<file path="src/rtl/dmaalloc_pkg.sv">
package dmaalloc_pkg;

  localparam logic [15:0] STATUS_OFS = 16'h0070;
  localparam logic [3:0]  CH_WINDOW  = 4'h1;

  typedef struct packed {
    logic [2:0] burst_log;
    logic       dst_inc;
    logic       src_inc;
    logic [1:0] prio;
    logic       pause;
  } chcfg_t;

  function automatic chcfg_t cfg_from_word(input logic [31:0] w);
    chcfg_t c;
    c.pause     = w[1];
    c.prio      = w[3:2];
    c.src_inc   = w[6];
    c.dst_inc   = w[7];
    c.burst_log = w[10:8];
    return c;
  endfunction

  function automatic logic [31:0] cfg_to_word(input chcfg_t c, input logic en);
    logic [31:0] w;
    w        = '0;
    w[0]     = en;
    w[1]     = c.pause;
    w[3:2]   = c.prio;
    w[6]     = c.src_inc;
    w[7]     = c.dst_inc;
    w[10:8]  = c.burst_log;
    return w;
  endfunction

endpackage

</file>
<file path="src/rtl/dmaalloc_rst_sync.sv">
module dmaalloc_rst_sync (
  input  logic clk,
  input  logic rst_n,
  output logic rst_sync_n
);
  logic [1:0] stage_q;

  always_ff @(posedge clk or negedge rst_n) begin
    if (!rst_n) stage_q <= 2'b00;
    else        stage_q <= {stage_q[0], 1'b1};
  end

  assign rst_sync_n = stage_q[1];
endmodule

</file>
<file path="src/rtl/dmaalloc_chan.sv">
module dmaalloc_chan
  import dmaalloc_pkg::*;
#(
  parameter int MAX_OUT = 4
) (
  input  logic        clk,
  input  logic        rst_n,
  input  logic        wr,
  input  logic [31:0] wdata,
  input  logic        busy,
  input  logic        burst_start,
  input  logic        burst_done,
  output logic        en_stat,
  output logic        en_req,
  output logic        run,
  output chcfg_t      cfg
);
  localparam int CNT_W = $clog2(MAX_OUT + 1);
  localparam logic [CNT_W-1:0] CNT_MAX = CNT_W'(MAX_OUT);

  chcfg_t           cfg_q, cfg_n;
  logic             en_req_q, en_req_n;
  logic             en_stat_q, en_stat_n;
  logic [CNT_W-1:0] cnt_q, cnt_n;
  logic             cnt_ld, stat_ld, quiet;

  // next-state
  always_comb begin
    cfg_n    = cfg_from_word(wdata);
    en_req_n = wr ? wdata[0] : en_req_q;
    cnt_n    = cnt_q;
    unique case ({burst_start, burst_done})
      2'b10:   cnt_n = (cnt_q == CNT_MAX) ? cnt_q : cnt_q + 1'b1;
      2'b01:   cnt_n = (cnt_q == '0) ? cnt_q : cnt_q - 1'b1;
      default: cnt_n = cnt_q;
    endcase
    cnt_ld    = burst_start ^ burst_done;
    quiet     = !busy && (cnt_q == '0) && !burst_start;
    en_stat_n = en_req_n | (en_stat_q & ~quiet);
    stat_ld   = (en_stat_n != en_stat_q);
  end

  // registers
  always_ff @(posedge clk or negedge rst_n) begin
    if (!rst_n) begin
      cfg_q     <= '0;
      en_req_q  <= 1'b0;
      en_stat_q <= 1'b0;
      cnt_q     <= '0;
    end else begin
      if (wr) begin
        cfg_q    <= cfg_n;
        en_req_q <= en_req_n;
      end
      if (cnt_ld)  cnt_q     <= cnt_n;
      if (stat_ld) en_stat_q <= en_stat_n;
    end
  end

  assign en_stat = en_stat_q;
  assign en_req  = en_req_q;
  assign run     = en_req_q & ~cfg_q.pause;
  assign cfg     = cfg_q;
endmodule

</file>
<file path="src/rtl/dmaalloc_free_enc.sv">
module dmaalloc_free_enc #(
  parameter int NUM_CH = 16,
  localparam int IDX_W = $clog2(NUM_CH + 1)
) (
  input  logic [NUM_CH-1:0] en_stat,
  output logic [IDX_W-1:0]  free_idx
);
  localparam logic [IDX_W-1:0] NONE_IDX = IDX_W'(NUM_CH);

  always_comb begin
    free_idx = NONE_IDX;
    for (int i = NUM_CH - 1; i >= 0; i--) begin
      if (!en_stat[i]) free_idx = IDX_W'(i);
    end
  end
endmodule

</file>
<file path="src/rtl/dmaalloc_regif.sv">
module dmaalloc_regif
  import dmaalloc_pkg::*;
#(
  parameter int NUM_CH = 16,
  localparam int IDX_W = $clog2(NUM_CH + 1)
) (
  input  logic              reg_wr,
  input  logic [15:0]       reg_addr,
  input  logic [NUM_CH-1:0] en_stat,
  input  logic [IDX_W-1:0]  free_idx,
  input  chcfg_t            cfg [NUM_CH],
  output logic [NUM_CH-1:0] wr_ch,
  output logic [31:0]       rdata
);
  localparam logic [4:0] NUM_CH_L = 5'(NUM_CH);

  logic [3:0] ch_sel;
  logic       in_window, ch_hit, status_hit;

  always_comb begin
    ch_sel     = reg_addr[11:8];
    in_window  = (reg_addr[15:12] == CH_WINDOW) && (reg_addr[7:0] == 8'h00);
    ch_hit     = in_window && ({1'b0, ch_sel} < NUM_CH_L);
    status_hit = (reg_addr == STATUS_OFS);
  end

  always_comb begin
    for (int i = 0; i < NUM_CH; i++) begin
      wr_ch[i] = reg_wr && ch_hit && (ch_sel == 4'(i));
    end
  end

  always_comb begin
    rdata = '0;
    if (status_hit) begin
      rdata[IDX_W-1:0]   = free_idx;
      rdata[16 +: NUM_CH] = en_stat;
    end else if (ch_hit) begin
      for (int i = 0; i < NUM_CH; i++) begin
        if (ch_sel == 4'(i)) rdata = cfg_to_word(cfg[i], en_stat[i]);
      end
    end
  end
endmodule

</file>
<file path="src/rtl/dmaalloc_top.sv">
module dmaalloc_top
  import dmaalloc_pkg::*;
#(
  parameter int NUM_CH  = 16,
  parameter int MAX_OUT = 4
) (
  input  logic                  clk,
  input  logic                  rst_n,
  input  logic                  reg_wr,
  input  logic [15:0]           reg_addr,
  input  logic [31:0]           reg_wdata,
  output logic [31:0]           reg_rdata,
  input  logic [NUM_CH-1:0]     ch_busy,
  input  logic [NUM_CH-1:0]     burst_start,
  input  logic [NUM_CH-1:0]     burst_done,
  output logic [NUM_CH-1:0]     ch_run,
  output logic [2*NUM_CH-1:0]   ch_prio,
  output logic [NUM_CH-1:0]     ch_src_inc,
  output logic [NUM_CH-1:0]     ch_dst_inc,
  output logic [3*NUM_CH-1:0]   ch_burst_log
);
  localparam int IDX_W = $clog2(NUM_CH + 1);

  logic              rst_sync_n;
  logic [NUM_CH-1:0] en_stat, en_req, wr_ch;
  logic [IDX_W-1:0]  free_idx;
  chcfg_t            cfg [NUM_CH];

  dmaalloc_rst_sync u_rst (
    .clk        (clk),
    .rst_n      (rst_n),
    .rst_sync_n (rst_sync_n)
  );

  for (genvar g = 0; g < NUM_CH; g++) begin : g_ch
    dmaalloc_chan #(.MAX_OUT(MAX_OUT)) u_chan (
      .clk         (clk),
      .rst_n       (rst_sync_n),
      .wr          (wr_ch[g]),
      .wdata       (reg_wdata),
      .busy        (ch_busy[g]),
      .burst_start (burst_start[g]),
      .burst_done  (burst_done[g]),
      .en_stat     (en_stat[g]),
      .en_req      (en_req[g]),
      .run         (ch_run[g]),
      .cfg         (cfg[g])
    );
    assign ch_prio[2*g +: 2]      = cfg[g].prio;
    assign ch_src_inc[g]          = cfg[g].src_inc;
    assign ch_dst_inc[g]          = cfg[g].dst_inc;
    assign ch_burst_log[3*g +: 3] = cfg[g].burst_log;
  end

  dmaalloc_free_enc #(.NUM_CH(NUM_CH)) u_enc (
    .en_stat  (en_stat),
    .free_idx (free_idx)
  );

  dmaalloc_regif #(.NUM_CH(NUM_CH)) u_regif (
    .reg_wr   (reg_wr),
    .reg_addr (reg_addr),
    .en_stat  (en_stat),
    .free_idx (free_idx),
    .cfg      (cfg),
    .wr_ch    (wr_ch),
    .rdata    (reg_rdata)
  );
endmodule

</file>
<file path="config.mk">
export PLATFORM = sky130hd
export DESIGN_NAME = dmaalloc_top
export DESIGN_NICKNAME = d
export VERILOG_FILES = /design/src/rtl/dmaalloc_pkg.sv /design/src/rtl/dmaalloc_rst_sync.sv /design/src/rtl/dmaalloc_chan.sv /design/src/rtl/dmaalloc_free_enc.sv /design/src/rtl/dmaalloc_regif.sv /design/src/rtl/dmaalloc_top.sv
export SDC_FILE = /design/constraint.sdc
export NUM_CORES = 1
export LEC_CHECK = 0
export ABC_CLOCK_PERIOD_IN_PS = 6700
export CAP_MARGIN = 10
export CORE_UTILIZATION = 50
export CTS_BUF_LIST = sky130_fd_sc_hd__clkbuf_2 sky130_fd_sc_hd__clkbuf_4 sky130_fd_sc_hd__clkbuf_8
export DETAILED_ROUTE_END_ITERATION = 7
export DONT_BUFFER_PORTS = 1
export PLACE_DENSITY = 0.76
export SLEW_MARGIN = 20
export SYNTH_ARGS = -nofsm -noshare
export SYNTH_HDL_FRONTEND = slang
export SYNTH_SLANG_ARGS = --single-unit
</file>
<file path="constraint.sdc">
create_clock -name clk -period 6.7 [get_ports clk]
set_input_delay 0.335 -clock clk [delete_from_list [all_inputs] [get_ports clk]]
set_output_delay 0.335 -clock clk [all_outputs]
set_load 0.02 [all_outputs]
</file>
Word-level counts from Yosys, hierarchy flattened
Index checks and enable logic that the tools add are counted.
{"block": "op_classes", "eq_ne": 113, "bitwise": 96, "add_sub_neg": 32, "mux": 100, "n_reduce_logical": 132}
{"operator": "$mux W11", "count": 16}
{"operator": "$mux W3", "count": 32}
{"operator": "$pmux W3 S2", "count": 16}
{"operator": "$mux W5", "count": 17}
{"operator": "$mux W32", "count": 2}
{"operator": "$ne A2 B2 Y1 const B", "count": 32}
{"operator": "$reduce_and A4 Y1", "count": 16}
{"operator": "$logic_and A1 B1 Y1", "count": 50}
{"operator": "$add A3 B1 Y3 const B", "count": 16}
{"operator": "$eq A3 B3 Y1 const B", "count": 16}
{"operator": "$logic_not A3 Y1", "count": 16}
{"operator": "$sub A3 B1 Y3 const B", "count": 16}
{"operator": "$and A1 B1 Y1", "count": 32}
{"operator": "$eq A2 B1 Y1 const B", "count": 16}
{"operator": "$eq A2 B2 Y1 const B", "count": 16}
{"operator": "$eq A4 B4 Y1 const B", "count": 8}
{"operator": "$logic_not A1 Y1", "count": 32}
{"operator": "$not A1 Y1", "count": 32}
{"operator": "$reduce_bool A2 Y1", "count": 16}
{"operator": "$eq A16 B7 Y1 const B", "count": 1}
{"operator": "$eq A4 B3 Y1 const B", "count": 4}
{"operator": "$mux W1", "count": 16}
{"operator": "$mux W16", "count": 1}
{"operator": "$ne A1 B1 Y1", "count": 16}
{"operator": "other kinds (6)", "count": 38}
{"block": "word_totals", "register_bits": 210, "out_inout_bits": 160, "wordCells": 602}

Longest topological paths before layout
Gate-level depths: netlist of the first run.
{"block": "depth", "depth_word": 19, "mapped_depth": 9, "depth_no_buf": 7}

Modules after synthesis
From an unflattened synthesis of the first run, not the netlist that was laid out.
{"block": "hier_totals", "hier_cells": 1166, "area_unflattened_um2": 12324.3}
{"module": "dmaalloc_chan at g_ch[10].u_chan ...", "instances": 11, "seq_area_each_um2": 325.3, "area_each_um2": 626.9, "cells_each": 50}
{"module": "dmaalloc_regif", "instances": 1, "seq_area_each_um2": 0.0, "area_each_um2": 2052.0, "cells_each": 326}
{"module": "dmaalloc_chan at g_ch[2].u_chan ...", "instances": 3, "seq_area_each_um2": 325.3, "area_each_um2": 644.4, "cells_each": 55}
{"module": "dmaalloc_chan at g_ch[0].u_chan", "instances": 1, "seq_area_each_um2": 325.3, "area_each_um2": 633.1, "cells_each": 48}
{"module": "dmaalloc_chan at g_ch[9].u_chan", "instances": 1, "seq_area_each_um2": 325.3, "area_each_um2": 580.6, "cells_each": 43}
{"module": "dmaalloc_free_enc", "instances": 1, "seq_area_each_um2": 0.0, "area_each_um2": 176.4, "cells_each": 31}
{"module": "dmaalloc_rst_sync", "instances": 1, "seq_area_each_um2": 50.0, "area_each_um2": 53.8, "cells_each": 3}

Least setup slack after synthesis of the first run
No wires, ideal clock.
{"block": "synth_timing", "path_kind": "input port to output port", "start": "input port reg_addr[8]", "end": "output port reg_rdata[7]", "path_slack_ns": 3.863, "stages": 8, "t_arrival_ns": 2.502, "path_buffers": 4, "path_cell_list": "buf_2 buf_2 buf_2 buf_2 nand2_1 nor2_1 a2111oi_0 a2111oi_0"}
{"block": "synth_between", "elab_chain_len": 19}
{"element": "start: declaration", "line_no": "dmaalloc_top.sv:10", "source": "input logic [15:0] reg_addr,"}
{"element": "$logic_not A4 Y1", "line_no": "dmaalloc_regif.sv:40", "source": "if (ch_sel == 4'(i)) rdata = cfg_to_word(cfg[i], en_stat[i]);"}
{"element": "$mux W11 (15 in a row)", "line_no": "dmaalloc_regif.sv:40"}
{"element": "$mux W32", "line_no": "dmaalloc_regif.sv:40"}
{"element": "$mux W32", "line_no": "dmaalloc_regif.sv:38", "source": "end else if (ch_hit) begin"}
{"element": "$mux W11 *", "line_no": "dmaalloc_regif.sv:35", "source": "if (status_hit) begin"}
{"element": "end: declaration", "line_no": "dmaalloc_top.sv:12", "source": "output logic [31:0] reg_rdata,"}
Every way passes the cells marked *; elsewhere a longest branch is shown, timed or not.

Final worst setup path of the first run
{"block": "layout_timing", "start": "register g_ch[0].u_chan.cfg_q, in the netlist g_ch[0].u_chan.cfg[7]", "end": "output port reg_rdata[10]"}
{"block": "layout_between", "elab_chain_len": 18}
{"element": "start: declaration", "line_no": "dmaalloc_chan.sv:21", "source": "chcfg_t cfg_q, cfg_n;"}
{"element": "start signal: assignment", "line_no": "dmaalloc_chan.sv:52", "source": "cfg_q <= cfg_n;"}
{"element": "$mux W11 (15 in a row)", "line_no": "dmaalloc_regif.sv:40"}
{"element": "$mux W32", "line_no": "dmaalloc_regif.sv:40"}
{"element": "$mux W32", "line_no": "dmaalloc_regif.sv:38"}
{"element": "$mux W11", "line_no": "dmaalloc_regif.sv:35"}
Every way passes these cells.

==> run_results.csv, run 1 <==
group,metric,value,unit
route,post_drt_wl_per_cell,22.5,microns
clock_network,cts_sinks,210,
pwr,total_power,0.00385,W
final_layout,syn2layout_area_growth,5.37,%
min_path,holdPathEnd,"g_ch[11].u_chan.cnt_q[2]",
placement,io_buffers,0,
route,routed_wl,35000,microns
worst_setup_path,critPathKind,"flip-flop to primary output",
sta,max_freq,0.317,GHz
synthesis,synth_top_area_share,40.6,%
placement,hpwl,24100,microns
global_route,grt_max_degree,186,
clock_network,cts_tree,"yes",
sta,fin_crit,3150,ps
sta,drv_slew,0,
worst_setup_path,crit_required,6360,ps
worst_setup_path,r2r_slack,4440,ps
global_route,antenna_found_initial,1,
global_route,grt_usage,26.1,%
worst_setup_path,r2r-start,"g_ch[5].u_chan.cnt_q[0]",
placement,globalplace.congestion,0.862,
route,drtIter0Drc,847,
floorplanning,fp-row-count,58,
pwr,combinationalPowerShare,23.6,%
pwr,seqPwrFrac,41.7,%
global_route,grt_overflow,0,
worst_setup_path,cp.arrival,2820,ps
sta,timing.final.crit_share,47.0,%
final_layout,nets,1312,
synthesis,synthTopCellsByArea,"dfrtp_1, mux2_2, buf_4",
sta,fin_worst_skew,14.7,ps
final_layout,seq_area,5260,sq um
route,drc,0,
worst_setup_path,crit_fanout,3,
route,drt-vias-per-instance,6.10,
pwr,powerDensity,283,nW/um^2
min_path,hold_path.startpoint,"burst_done[11]",
final_layout,design_area,13600,sq um
sta,grt_setup_unrepaired,"no",
clock_network,path_clk_slew,60,ps
synthesis,synth_compound_area_share,14.4,%
sta,final.setup.tns,0,ps
synthesis,synth-simple-area-share,12.6,%
placement,placed_cell_area,12100,sq um
clock_network,clk-insertion-delay-late,530,ps
synthesis,synth_mux_area_share,16.5,%
clock_network,htree_levels,2,
synthesis,synth_top_area_cell,"dfrtp_1",
pwr,power_leakage,6.22,nW
synthesis,synth_top_family_by_area,"multiplexers",
synthesis,ys_seq_area_share,40.6,%
synthesis,synthAdderAreaFrac,2.48,%
synthesis,synthArstFlopShare,100,%
floorplanning,core,25300,sq um
global_route,grt_pass1_vias,9166,
sta,max-slew-margin-rel,30.5,%
run,cap_violations,0,
final_layout,drive_above_1_share,20.7,%
synthesis,synth_area,12900,sq um
clock_network,root_buffer,"clkbuf_8",
clock_network,cts.hold.buffers_added,61,
clock_network,clock_path_buffers,3,
sta,worstMarginPinSlew,1040,ps
final_layout,multi_input_area,6130,sq um
floorplanning,die_width,163,microns
clock_network,cts_setup_buffers,0,
worst_setup_path,crit_path_end_kind,"primary output",
worst_setup_path,cp-start-kind,"flip-flop",
outcome,status,"finished clean",
route,vias,9486,
floorplanning,io_pins,259,
route,ant_nets,0,
pwr,ir_drop,0.000168,V
clock_network,cts_buffers,39,
synthesis,synth_cell_types,69,
synthesis,synth-seq-cells,210,
floorplanning,die-area,26500,sq um
sta,setup_violations,0,
clock_network,post_cts_resized,0,
synthesis,synth-xor-area-share,1.22,%
pwr,p_int,0.00262,W
synthesis,syn_inst,1281,
synthesis,yosysMostFrequentCell,"dfrtp_1",
worst_setup_path,r2r_cells,5,
pwr,p_sw_share,32.0,%
synthesis,synth_warnings,0,
sta,final_hold_viol_count,0,
floorplanning,fp.dieH,163,microns
route,firstDrtPassIters,5,
synthesis,avgSynthCellArea,10.1,sq um
global_route,grt_pass1_wl,53100,microns
final_layout,fill_cells,2162,
pwr,power.net_switching,0.00123,W
min_path,hold_path_depth,2,
synthesis,synthFlopType,"dfrtp_1",
pwr,p_clk_share,34.7,%
synthesis,ys_top_cells_by_count,"dfrtp_1, mux2_2, buf_4",
synthesis,synth_edf_count,0,
floorplanning,start_util,51.2,%
min_path,hp-class,"input pin to flip-flop",
worst_setup_path,regToRegEndpoint,"g_ch[5].u_chan.cnt_q[1]",
==> area by class of cell <==
class                      instances  area share, %
sequential                       210           38.6
antenna                            1         0.0184
clock buffer                      63           5.81
clock inverter                     5          0.413
tap                              330           3.03
inverter                          80           2.20
timing repair buffer              67           4.94
multi-input combinational        799           45.0
==> per-stage QoR <==
stage	setup slack [ps]	util [%]	hold WS, ps	std cells
after floorplan	415	-	39.4	1286
after global placement	3640	48.1	39.4	1423
after detailed placement	3630	48.1	39.5	1423
after CTS	3600	53.9	0.174	1552
after global routing	3460	53.9	7.27	1554
final	3550	53.9	9.10	1555
==> worst max-delay path: stages, from the launching register on <==
cell      delay (ps)
dfrtp_1          550
nor3_1           110
a211o_1          280
a21oi_1          140
o31a_1           160
o21ai_0          140
a221oi_1         910
==> how the worst max path moves through the flow <==
stage | start | endpoint | slack [ps] | depth (start not counted)
after floorplan | u_rst.stage_q[1] | g_ch[0].u_chan.cfg[0] | 410 | 0
after global placement | reg_addr[13] | reg_rdata[4] | 3640 | 5
after detailed placement | reg_addr[13] | reg_rdata[4] | 3630 | 5
after CTS | g_ch[0].u_chan.cfg[7] | reg_rdata[10] | 3600 | 6
after global routing | g_ch[0].u_chan.cfg[7] | reg_rdata[10] | 3460 | 6
final | g_ch[0].u_chan.cfg[7] | reg_rdata[10] | 3550 | 6
==> registers in the layout (all words and copies together) (netlist names) <==
| signal | flops |
|---|---|
| g_ch.u_chan.cfg | 128 |
| g_ch.u_chan.cnt_q | 48 |
| g_ch.u_chan.en_req | 16 |
| g_ch.u_chan.en_stat | 16 |
| u_rst.stage_q | 2 |
==> power groups by stage <==
stage                     Clock, W  Sequential, W  Combinational, W
after floorplan                  0        0.00158          0.000709
after global placement           0        0.00161          0.000752
after detailed placement         0        0.00162          0.000810
after CTS                  0.00136        0.00160          0.000903
after global routing       0.00141        0.00163           0.00104
final                      0.00133        0.00161          0.000910
==> placed cells by master, fill, tap and decap left out, drive strengths merged, types with 6 or more instances in the layout <==
cell type,Yosys,final
a2111oi,6,6
a211oi,6,6
a21oi,83,83
a221oi,6,6
a222oi,13,13
a22o,8,8
a22oi,7,7
a311oi,17,17
a31oi,8,8
and2,19,19
clkbuf,47,63
conb,2,7
dfrtp,210,210
dlygate4sd3,0,63
fa,16,16
inv,80,80
mux2,149,149
mux2i,28,28
mux4,7,7
nand2,58,58
nand2b,34,34
nand3,7,7
nand4,7,7
nor2,83,83
nor2b,26,26
nor3,20,20
nor3b,11,11
nor4,7,7
o21ai,64,64
o22ai,18,18
o41ai,10,10
xor2,15,15
==> logic make-up (layout without fill, tap and decap cells) <==
kind of cell               after synthesis  after routing
xor gates and xnor gates                18             18
and+or+nand+nor                        289            289
muxes                                  184            184
AOI/OAI and AO/OA                      285            285
adders and majority gates               16             16
buffers and inverters                  277            215
other                                    2              8
DFF                                    210            210
==> per-layer routing <==
layer,global-route usage (%),part of all wire (%),wire [microns]
met3,10.2,11,3750
met2,41.3,47,16400
met5,0,0,0
met4,11.0,3.9,1360
met1,31.8,39,13600
Power figures use the tool's default switching activity.
==> inputs of run 2 (changes only) <==
ABC_CLOCK_PERIOD_IN_PS = 2700   (was 6700)
clock period = 2.7 ns   (was 6.7 ns; I/O delays follow)
==> run_results.csv, run 2 (same netlist as run 1, synthesis figures left out) <==
group,metric,value,unit
sta,final.setup.tns,0,ps
global_route,use_met1,33.6,%
global_route,grt_usage,27.2,%
final_layout,final_cell_mix,"dfrtp_1, mux2_2, dlygate4sd3_1",
sta,max-slew-margin-rel,50.9,%
route,routed_wl,36200,microns
floorplanning,fp.dieH,163,microns
worst_setup_path,critPathKind,"flip-flop to flip-flop",
global_route,met2_usage,42.7,%
clock_network,root_buffer,"clkbuf_8",
route,post_drt_wl_per_cell,22.4,microns
sta,grt_setup_unrepaired,"no",
sta,worstMarginPinSlew,734,ps
pwr,powerDensity,695,nW/um^2
floorplanning,fp-row-count,58,
worst_setup_path,worst_path_most_repeated_cell,"dlygate4sd3_1",
route,drt-vias-per-instance,6.12,
final_layout,n_antenna_cell,0,
clock_network,clock_path_buffers,3,
placement,io_buffers,0,
placement,globalplace.congestion,0.865,
worst_setup_path,cp-start-kind,"flip-flop",
worst_setup_path,crit_required,3100,ps
final_layout,nets,1373,
worst_setup_path,crit_path_end_kind,"flip-flop",
clock_network,cts_tree,"yes",
min_path,hp-class,"input pin to flip-flop",
route,drc,0,
floorplanning,die-area,26500,sq um
route,ant_nets,0,
floorplanning,die_width,163,microns
outcome,status,"finished clean",
final_layout,largest_reg_flops,128,
global_route,gr-usage-met3,10.4,%
final_layout,syn2layout_area_growth,10.0,%
global_route,grt_max_degree,84,
worst_setup_path,cp.arrival,3040,ps
run,cap_violations,0,
sta,fin_crit,2640,ps
worst_setup_path,crit_fanout,4,
route,drtIter0Drc,823,
sta,setup_violations,0,
sta,drv_slew,0,
floorplanning,io_pins,259,
floorplanning,core,25300,sq um
global_route,grt_overflow,0,
sta,setup_slack,60.0,ps
placement,dpl_worst_slack,471,ps
clock_network,clk-insertion-delay-late,540,ps
pwr,power_leakage,6.54,nW
pwr,total_power,0.00989,W
route,firstDrtPassIters,6,
global_route,grt_pass1_wl,55500,microns
global_route,top_usage_layer,"met2",
worst_setup_path,critical-path-slowest-cell,"dlygate4sd3_1",
floorplanning,start_util,51.2,%
worst_setup_path,critical-path-max-stage-delay,570,ps
sta,max_freq,0.379,GHz
pwr,ir_drop,0.000421,V
clock_network,path_clk_slew,60,ps
sta,timing.final.crit_share,97.8,%
clock_network,cts_sinks,210,
global_route,antenna_found_initial,1,
placement,hpwl,24800,microns
sta,final_hold_viol_count,0,
route,vias,9880,
final_layout,drive_above_1_share,21.7,%
sta,fin_worst_skew,20.1,ps
global_route,grt_pass1_vias,9581,
clock_network,cts_buffers,38,
worst_setup_path,crit_chain,"inv_1, fa_1, nor3b_1, a21oi_1, dlygate4sd3_1, o21ai_0, dlygate4sd3_1",
final_layout,layout_commonest_cell,"dfrtp_1",
clock_network,htree_levels,2,
-- run 2: changes by cell type in the layout (fill, tap and decap cells not counted), moves of 3 or more --
cell / before / now
a2111oi_0: 3 / 0
buf_4: 3 / 27
dlygate4sd3_1: 63 / 100
bufinv_16: 1 / 5
clkbuf_8: 51 / 44
clkinv_2: 2 / 6
clkbuf_4: 12 / 9
-- run 2: final cells by class --
cell class | instances | area (sq um)
fill | 2095 | 11000
multi-input combinational | 799 | 6140
sequential | 210 | 5260
timing repair buffer | 129 | 1240
clock buffer | 53 | 673
tap | 330 | 413
inverter | 80 | 300
clock inverter | 13 | 195
-- run 2: metal layers --
metal / vias to the layer above / routed length [microns]
met2: 447 / 16900
met5: - / 13
met3: 98 / 3980
met1: 4943 / 13900
li1: 4390 / -
met4: 2 / 1380
-- run 2: where the power goes --
group          switching, W  total, W  internal [W]
Sequential         0.000477   0.00398       0.00351
Combinational       0.00130   0.00243       0.00113
Clock               0.00139   0.00348       0.00209
-- run 2: per-stage QoR --
step           area [sq um]  hold WS (ps)  utilization (%)  instances
4_1_cts               14200         0.281             56.3       1614
6_report              14200          14.2             56.3       1614
2_1_floorplan         13000          -161                -       1286
5_1_grt               14200          17.6             56.3       1614
3_5_place_dp          12300          -161             48.9       1448
3_3_place_gp          12300          -161             48.9       1448
-- run 2: final timing paths --
kind | start | end | slack (ps) | depth (start not counted)
min | burst_done[11] | g_ch[11].u_chan.cnt_q[1] | 10 | 3
max reg2reg | g_ch[11].u_chan.cnt_q[0] | g_ch[11].u_chan.cnt_q[2] | 60 | 7
max | g_ch[11].u_chan.cnt_q[0] | g_ch[11].u_chan.cnt_q[2] | 60 | 7
max in group asynchronous | u_rst.stage_q[1] | g_ch[11].u_chan.cnt_q[2] | 1570 | 1
min in group asynchronous | u_rst.stage_q[1] | g_ch[6].u_chan.cnt_q[2] | 300 | 0
min reg2reg | u_rst.stage_q[1] | g_ch[6].u_chan.cnt_q[2] | 300 | 0
-- run 2: timing repair --
item,4_1_cts,5_1_grt
hold buffers,100,0
buffers inserted,0,0
hold endpoints to repair,209,0
resized for setup,2,5
pin swaps,0,0
setup endpoints to repair,2,5
-- run 2: critical path, delay by kind of cell (launching register included) --
family | cells | cell delay [ps]
fa+ha+maj | 1 | 460
flops | 1 | 410
compound gates | 2 | 220
simple gates | 1 | 190
buf+inv | 3 | 1250
==> inputs of run 3 (changes only) <==
BUFFER_PORTS_ARGS = -buffer_cell sky130_fd_sc_hd__clkbuf_2   (was unset)
DONT_BUFFER_PORTS = unset   (was 1)
PLACE_DENSITY = 0.84   (was 0.76)
==> run_results.csv, run 3 (same netlist as run 1, synthesis figures left out) <==
group,metric,value,unit
outcome,status,"finished clean",
global_route,grt_overflow,0,
clock_network,root_buffer,"clkbuf_8",
worst_setup_path,r2r_slack,430,ps
final_layout,syn2layout_area_growth,16.2,%
sta,timing.final.crit_share,99.6,%
min_path,hp-class,"input pin to flip-flop",
pwr,power_leakage,7.43,nW
pwr,power.net_switching,0.00321,W
floorplanning,core,25300,sq um
global_route,antenna_found_initial,0,
floorplanning,die_width,163,microns
final_layout,nets,1568,
route,post_drt_wl_per_cell,19.9,microns
route,drtIter0Drc,1017,
worst_setup_path,r2r_cells,5,
final_layout,fill_cells,2029,
sta,worstMarginPinSlew,738,ps
worst_setup_path,crit_start,"g_ch[3].u_chan.cfg[4]",
sta,grt_setup_unrepaired,"no",
worst_setup_path,cp-start-kind,"flip-flop",
route,drc,0,
sta,final.setup.tns,0,ps
global_route,grt_max_degree,73,
sta,drv_slew,0,
worst_setup_path,crit_cells,6,
floorplanning,start_util,51.2,%
worst_setup_path,critical-path-max-stage-delay,600,ps
worst_setup_path,r2r-start,"g_ch[5].u_chan.cnt_q[0]",
final_layout,multi_input_area,6130,sq um
worst_setup_path,worst-path-buf-inv,1,
worst_setup_path,critical-path-slowest-cell,"a2111oi_1",
clock_network,clk-insertion-delay-late,540,ps
floorplanning,fp-row-count,58,
global_route,grt_pass1_wl,55900,microns
sta,setup_violations,0,
worst_setup_path,critPathKind,"flip-flop to primary output",
final_layout,drive_above_1_share,35.0,%
pwr,powerDensity,658,nW/um^2
worst_setup_path,endpoint,"reg_rdata[7]",
route,routed_wl,36000,microns
sta,max_freq,0.372,GHz
worst_setup_path,crit_fanout,3,
final_layout,seq_area,5260,sq um
clock_network,path_clk_slew,60,ps
worst_setup_path,crit_path_end_kind,"primary output",
pwr,total_power,0.00989,W
route,drt-vias-per-instance,5.86,
clock_network,htree_levels,2,
run,cap_violations,0,
worst_setup_path,crit_chain,"mux4_2, nand2b_1, a21oi_1, a2111oi_1, a2111oi_0, clkbuf_2",
pwr,seqPwrFrac,40.3,%
floorplanning,fp.dieH,163,microns
worst_setup_path,crit_required,2570,ps
final_layout,final_cell_mix,"clkbuf_2, dfrtp_1, mux2_2",
worst_setup_path,cp_top_family,"compound AO/OA/AOI/OAI gates",
clock_network,clock_path_buffers,3,
sta,final_hold_viol_count,0,
clock_network,cts_sinks,210,
sta,max-slew-margin-rel,50.4,%
route,ant_nets,0,
pwr,p_int,0.00668,W
final_layout,largest_reg_flops,128,
route,firstDrtPassIters,7,
route,vias,10600,
pwr,ir_drop,0.000567,V
floorplanning,die-area,26500,sq um
global_route,grt_usage,27.1,%
global_route,grt_pass1_vias,10200,
final_layout,n_antenna_cell,0,
placement,io_buffers,229,
sta,fin_worst_skew,20.3,ps
floorplanning,io_pins,259,
pwr,p_clk_share,34.4,%
placement,hpwl,26200,microns
clock_network,cts_tree,"yes",
clock_network,cts_buffers,39,
final_layout,layout_commonest_cell,"clkbuf_2",
worst_setup_path,cp.arrival,2560,ps
worst_setup_path,regToRegEndpoint,"g_ch[5].u_chan.cnt_q[1]",
placement,globalplace.congestion,0.891,
pwr,p_sw_share,32.4,%
sta,fin_crit,2690,ps
pwr,combinationalPowerShare,25.3,%
[run 3: changes by cell type in the layout (fill, tap and decap cells not counted), moves of 3 or more]
cell,delta
a2111oi_0,+3
buf_12,+3
buf_4,+7
bufinv_16,-3
clkbuf_2,+229
clkbuf_8,+8
dlygate4sd3_1,-45
[run 3: worst min path at each step]
stage / from / endpoint / slack [ps] / depth (start not counted)
floorplan: rst_n / u_rst.stage_q[0] / -160 / 0
detailed placement: rst_n / u_rst.stage_q[0] / -60 / 1
global route: burst_start[13] / g_ch[13].u_chan.en_stat / 30 / 3
finish: burst_start[15] / g_ch[15].u_chan.en_stat / 20 / 3
global placement: rst_n / u_rst.stage_q[0] / -60 / 1
CTS: burst_start[13] / g_ch[13].u_chan.en_stat / 1 / 3
[run 3: power groups by stage]
stage	registers (W)	clock network, W	logic [W]
6_report	0.00398	0.00340	0.00250
3_3_place_gp	0.00398	0	0.00208
3_5_place_dp	0.00401	0	0.00225
2_1_floorplan	0.00392	0	0.00176
5_1_grt	0.00404	0.00359	0.00282
4_1_cts	0.00396	0.00346	0.00246
[run 3: layout make-up]
type                    instances  share of cell area, %
multi-input cells             799                   40.8
clock buffers                  63                   5.31
repair buffers                323                   13.7
inverters                      80                   2.00
flip-flops and latches        210                   35.0
clock inverters                 6                  0.533
well taps                     330                   2.75
[run 3: worst register-to-register path, delay by kind of cell, from the launching register on]
family	cells	cell delay (ps)
AOI/OAI and AO/OA	1	310
buffers and inverters	2	690
DFF	1	460
adders and majority gates	1	470
muxes	1	270
[run 3: layer usage]
metal	wire length, microns	GRT usage, %	share of wire, %	vias up
li1	-	-	-	4784
met1	14500	34.6	40	5180
met2	16700	42.2	46	534
met3	3120	7.16	8.7	116
met4	1660	13.7	4.6	0
met5	0	0	0	-
[run 3: timing repair]
| action | 4_1_cts | 5_1_grt |
|---|---|---|
| setup buffers | 0 | 0 |
| endpoints found under the hold margin | 45 | 0 |
| hold buffers | 55 | 0 |
| resized for setup | 2 | 1 |
| endpoints found under the setup margin | 2 | 1 |
[run 3: metrics by stage]
stage | area [sq um] | utilization, % | hold slack [ps] | std cells | setup WS, ps
floorplan | 13000 | - | -161 | 1286 | 263
global placement | 13600 | 53.8 | -64.1 | 1687 | 340
detailed placement | 13600 | 53.8 | -61.9 | 1687 | 283
CTS | 15000 | 59.5 | 1.29 | 1811 | 89.8
global route | 15000 | 59.5 | 30.2 | 1811 | 21.2
finish | 15000 | 59.5 | 25.0 | 1811 | 9.76
